## src/rtl/sb_pkg.sv

```systemverilog
package sb_pkg;
  localparam int NSIDE = 4;

  typedef enum logic [1:0] {
    SIDE_N = 2'd0,
    SIDE_E = 2'd1,
    SIDE_S = 2'd2,
    SIDE_W = 2'd3
  } side_e;

  function automatic int rot_side(input int s, input int step);
    return (s + step) % NSIDE;
  endfunction

  function automatic bit is_horiz(input int s);
    return (s == int'(SIDE_E)) || (s == int'(SIDE_W));
  endfunction
endpackage

```

## src/rtl/sb_cfg_chain.sv

```systemverilog
module sb_cfg_chain #(
  parameter int LEN = 48
) (
  input  logic           clk,
  input  logic           rst_n,
  input  logic           shift_en,
  input  logic           bit_in,
  output logic           bit_out,
  output logic [LEN-1:0] q
);
  always_ff @(posedge clk or negedge rst_n) begin
    if (!rst_n) q <= '0;
    else if (shift_en) q <= {bit_in, q[LEN-1:1]};
  end

  assign bit_out = q[0];

  // new bit lands at the top of the chain one edge later
  p_shift_top_r2: assert property (@(posedge clk) disable iff (!rst_n)
    shift_en |=> q[LEN-1] == $past(bit_in));
  // the remaining bits move down by one position
  p_shift_down_r2: assert property (@(posedge clk) disable iff (!rst_n)
    shift_en |=> q[LEN-2:0] == $past(q[LEN-1:1]));
  // configuration frozen while not shifting
  p_keep_r5: assert property (@(posedge clk) disable iff (!rst_n)
    !shift_en |=> $stable(q));
endmodule

```

## src/rtl/sb_out_mux.sv

```systemverilog
module sb_out_mux #(
  parameter int NCAND = 5,
  parameter int SELW  = 3
) (
  input  logic             clk,
  input  logic             rst_n,
  input  logic             hold,
  input  logic [SELW-1:0]  sel,
  input  logic [NCAND-1:0] cand,
  output logic             y
);
  always_comb begin
    y = 1'b0;
    if (!hold) begin
      for (int c = 0; c < NCAND; c++) begin
        if (sel == SELW'(c + 1)) y = cand[c];
      end
    end
  end

  // code 0 never drives a 1
  p_undriven_r8: assert property (@(posedge clk) disable iff (!rst_n)
    (sel == '0) |-> !y);
  // outputs held low during configuration
  p_hold_r4: assert property (@(posedge clk) disable iff (!rst_n)
    hold |-> !y);
  // a 1 can only come from a same-index candidate
  p_domain_r12: assert property (@(posedge clk) disable iff (!rst_n)
    y |-> (|cand));
endmodule

```

## src/rtl/sb_switch_block.sv

```systemverilog
module sb_switch_block
  import sb_pkg::*;
#(
  parameter int W           = 4,
  parameter int LSEG        = 2,
  parameter int NLB         = 2,
  parameter int TILE_X      = 0,
  parameter int TILE_Y      = 1,
  parameter bit CORNER_TURN = 1'b1
) (
  input  logic                 clk,
  input  logic                 rst_n,
  input  logic                 cfg_en,
  input  logic                 cfg_in,
  output logic                 cfg_out,
  input  logic [NSIDE*W-1:0]   trk_in,
  input  logic [NLB-1:0]       lb_src,
  output logic [NSIDE*W-1:0]   trk_out
);
  localparam int NSTART = 3 + NLB;
  localparam int SELW   = $clog2(NSTART + 1);
  localparam int NOUT   = NSIDE * W;
  localparam int TOT    = NOUT * SELW;

  logic [TOT-1:0] cfg_q;

  sb_cfg_chain #(.LEN(TOT)) u_chain (
    .clk     (clk),
    .rst_n   (rst_n),
    .shift_en(cfg_en),
    .bit_in  (cfg_in),
    .bit_out (cfg_out),
    .q       (cfg_q)
  );

  for (genvar s = 0; s < NSIDE; s++) begin : g_side
    for (genvar i = 0; i < W; i++) begin : g_trk
      localparam int K     = s * W + i;
      localparam int CRD   = is_horiz(s) ? TILE_X : TILE_Y;
      localparam bit START = ((CRD + i) % LSEG) == 0;
      localparam int S1    = rot_side(s, 1);
      localparam int S2    = rot_side(s, 2);
      localparam int S3    = rot_side(s, 3);

      logic [SELW-1:0] fld;
      assign fld = cfg_q[K*SELW +: SELW];

      if (START) begin : g_start
        logic [NSTART-1:0] cand;
        assign cand = {lb_src, trk_in[S3*W+i], trk_in[S2*W+i], trk_in[S1*W+i]};
        sb_out_mux #(.NCAND(NSTART), .SELW(SELW)) u_mux (
          .clk(clk), .rst_n(rst_n), .hold(cfg_en),
          .sel(fld), .cand(cand), .y(trk_out[K])
        );
      end else if (CORNER_TURN) begin : g_turn
        logic [1:0] cand;
        assign cand = {trk_in[S1*W+i], trk_in[S2*W+i]};
        sb_out_mux #(.NCAND(2), .SELW(SELW)) u_mux (
          .clk(clk), .rst_n(rst_n), .hold(cfg_en),
          .sel(fld), .cand(cand), .y(trk_out[K])
        );
      end else begin : g_pass
        logic unused_fld;
        assign unused_fld = ^fld;
        assign trk_out[K] = trk_in[S2*W+i];
        // hardwired segment continuation
        p_pass_r10: assert property (@(posedge clk) disable iff (!rst_n)
          trk_out[K] == trk_in[S2*W+i]);
      end
    end
  end
endmodule

```

## config.mk

```make
export PLATFORM = sky130hd
export DESIGN_NAME = sb_switch_block
export DESIGN_NICKNAME = d
export VERILOG_FILES = /design/src/rtl/sb_pkg.sv /design/src/rtl/sb_cfg_chain.sv /design/src/rtl/sb_out_mux.sv /design/src/rtl/sb_switch_block.sv
export SDC_FILE = /design/constraint.sdc
export NUM_CORES = 1
export LEC_CHECK = 0
export ABC_AREA = 1
export BUFFER_PORTS_ARGS = -buffer_cell sky130_fd_sc_hd__buf_2
export CORE_UTILIZATION = 40
export CTS_CLUSTER_SIZE = 25
export DETAILED_ROUTE_END_ITERATION = 8
export PLACE_DENSITY = 0.58
export SYNTH_ARGS = -nofsm -noshare
export SYNTH_HDL_FRONTEND = slang
export SYNTH_HIERARCHICAL = 1
export SYNTH_SLANG_ARGS = --single-unit
```

## constraint.sdc

```tcl
create_clock -name clk -period 2.3 [get_ports clk]
set_clock_uncertainty 0.1 [all_clocks]
set_input_delay 0.115 -clock clk [delete_from_list [all_inputs] [get_ports clk]]
set_output_delay 0.115 -clock clk [all_outputs]
set_load 0.05 [all_outputs]
```

==> key figures <==
Drt
  • DR WL met3: a little under 200 µm
  • Initial DRC count: between 100 and 150
  • WL met1: between 2000 and 3000 µm
  • Routed wire length: 5810 µm
  • DR pass1 iterations: 4
  • Vias: about 2,300
  • Remaining antenna violation count after routing: 0
  • Uppermost layer routed: met4
  • DRC: 0
  • Drt via density: 4.59
  • Met2 wire len: roughly 2700 µm
  • DR WL/cell: roughly 11 µm

STA
  • # setup viols final: 0
  • Post-route minimum period: between 1500 and 2000 ps
  • RSZ-0062 raised after global routing: false
  • Final Slew Violations: 0
  • F_max: 0.595 GHz
  • Slew @ Worst Pin: between 800 and 900 ps
  • Final Hold Viols: 0
  • Fin crit share: 73.1%
  • Rel. slew slack: 45.4%
  • Final setup TNS: 0 ps

Finish
  • Biggest register: u_chain/q
  • Fill cells: ~700
  • Most frequent cells in the layout: nand2_1, dfrtp_1, buf_2, inv_1, inv_2
  • Most common cell after layout, fill and taps aside: nand2_1
  • Layout cells sized above 1: between 20 and 25%
  • Final instance area: about 3100 µm²
  • Diode count: 0
  • Max reg flops: between 40 and 50
  • Final net count: between 400 and 500
  • Layout area overhead: 13.6%
  • Largest regs: u_chain/q: 48 flops

Critical path
  • Top Family by Delay on Critical Path: flip-flops
  • Crit path max fanout: 5
  • Worst path cell trace: inv_2 > nand2_1 > nand3_1 > nand2_1 > nand2_1 > a21oi_2 > buf_2
  • CP peak stage delay: roughly 440 ps
  • CP endpoint kind: output pin
  • Crit-path slowest cell: dfrtp_1
  • Req. time, crit path: between 2000 and 2500 ps
  • Setup Crit Path Kind: reg -> out
  • CP Launch Type: flop
  • Most frequent CP cell: nand2_1
  • Data arrival time of the critical path: approximately 1500 ps
  • Buf/Inv on CP: 2

Pwr
  • Peak supply drop: roughly 0.45 mV
  • P per Cell Area: roughly 630 nW/µm²
  • Leakage: ~0.0018 µW
  • Design Power: 1940 µW

Die
  • Initial Util: a little over two fifths
  • Die span in x: roughly 84 µm
  • Site row count: 29
  • Die H: between 80 and 90 µm
  • Core ar.: ~6400 µm²
  • DIE AREA: 7060 µm²
  • Boundary Pins: 39

Clocking
  • Clock slew at reported path FFs: 80 ps
  • H-tree levels: 2
  • CTS Root Cell: clkbuf_8
  • Clk buf depth: 2
  • Sinks on the clock net: 48
  • CTS tree: built
  • Clock latency on the worst-skew pair: roughly 290 ps
  • CTS Buf Count: 5
  • Post-CTS setup buffers: 0

Global routing
  • Initial antenna violation count: 0
  • Wire length of the first global-routing pass: ~10,000 µm
  • Vias in the first global route: 2,114
  • Total grt overflow: 0
  • GR Util All Layers: 18.1%
  • Largest net degree at the start of global routing: 49

Synth
  • Mean Syn Cell Area: around 6.9 µm²
  • Register bit count reported by yosys: 48
  • Cells after synthesis: between 300 and 400
  • Synth top area cells: dfrtp_1, nand2_1, inv_1
  • Ys Warns: 6
  • Post-Synthesis Net Count: 410
  • Register area share after synthesis: between 40 and 50%
  • Share of the synthesized area in the top cell type: 44.6%
  • Cell variety after synth: 14
  • Cell accounting for the most synthesized area: dfrtp_1
  • Mapped cell area: ~2700 µm²

Min path
  • Worst hold path class: in -> reg

Place
  • Dpl hpwl: about 4000 µm
  • IO Port Bufs: 38
  • Final GP Congestion: 0.723
  • DP Area: roughly 2900 µm²

Run status
  • Status: finished, final reports clean

Flow run
  • Max_cap viols: 0
## worst min-delay path, stage by stage
cell	delay (ps)
buf_2	130
buf_12	180
nand2_1	70
nand2_1	40
## what timing repair did
action	CTS	global route
endpoints found under the setup margin	0	0
endpoints found under the hold margin	49	0
resized for setup	0	0
hold buffers	2	0
## stage by stage
step	worst slack (ps)	std cells	utilization, %	hold slack (ps)
finish	619	505	47.6	197
CTS	638	505	47.6	188
global route	505	505	47.6	207
global placement	987	495	45.9	155
floorplan	499	388	-	-281
detailed placement	962	495	45.9	157
## metal layers
metal	track usage, %	vias up
met1	24.7	1041
met3	2.47	4
li1	-	1230
met2	29.5	41
met5	0	-
met4	6.58	0
## synth_stat cells
master and count:
a21oi_1 8, a21oi_2 8, buf_2 7, buf_4 4
dfrtp_1 48, inv_1 32, inv_2 17, nand2_1 208
nand3_1 8, nor2_1 16, nor2_2 8, nor2_4 8
o211ai_1 8, or2_0 8
## power by group
| group | total [µW] | switching (µW) | internal (µW) |
|---|---|---|---|
| combinational | 413 | 275 | 137 |
| clock | 505 | 260 | 246 |
| sequential | 1020 | 94.6 | 924 |
| total | 1940 | 630 | 1310 |
## cell families (layout without fill, tap and decap cells)
| logic type | after synthesis | after routing | share of synthesized area, % |
|---|---|---|---|
| flip-flops | 48 | 48 | 44.6 |
| AO/OA/AOI/OAI | 24 | 24 | 6.32 |
| buffers and inverters | 60 | 100 | 9.25 |
| AND/OR/NAND/NOR | 256 | 256 | 39.8 |
## final cells by class
type                    count  area, µm²  area share [%]
multi-input cells         280       1240            40.6
flip-flops and latches     48       1200            39.3
repair buffers             43        245            8.02
inverters                  49        184            6.01
well taps                  77       96.3            3.15
clock buffers               8       90.1            2.95
## worst paths after layout
path | from | to | slack [ps] | cells after the start
worst max-delay path | u_chain/q[9] | trk_out[3] | 620 | 7
worst min-delay path | cfg_en | u_chain/q[8] | 200 | 4
worst max register to register | u_chain/q[44] | u_chain/q[44] | 1480 | 2
worst min register to register | u_chain/q[13] | u_chain/q[13] | 400 | 2
max in group asynchronous | rst_n | u_chain/q[20] | 1330 | 3
min in group asynchronous | rst_n | u_chain/q[0] | 340 | 3
No activity file was read; power rests on OpenSTA's default activity.
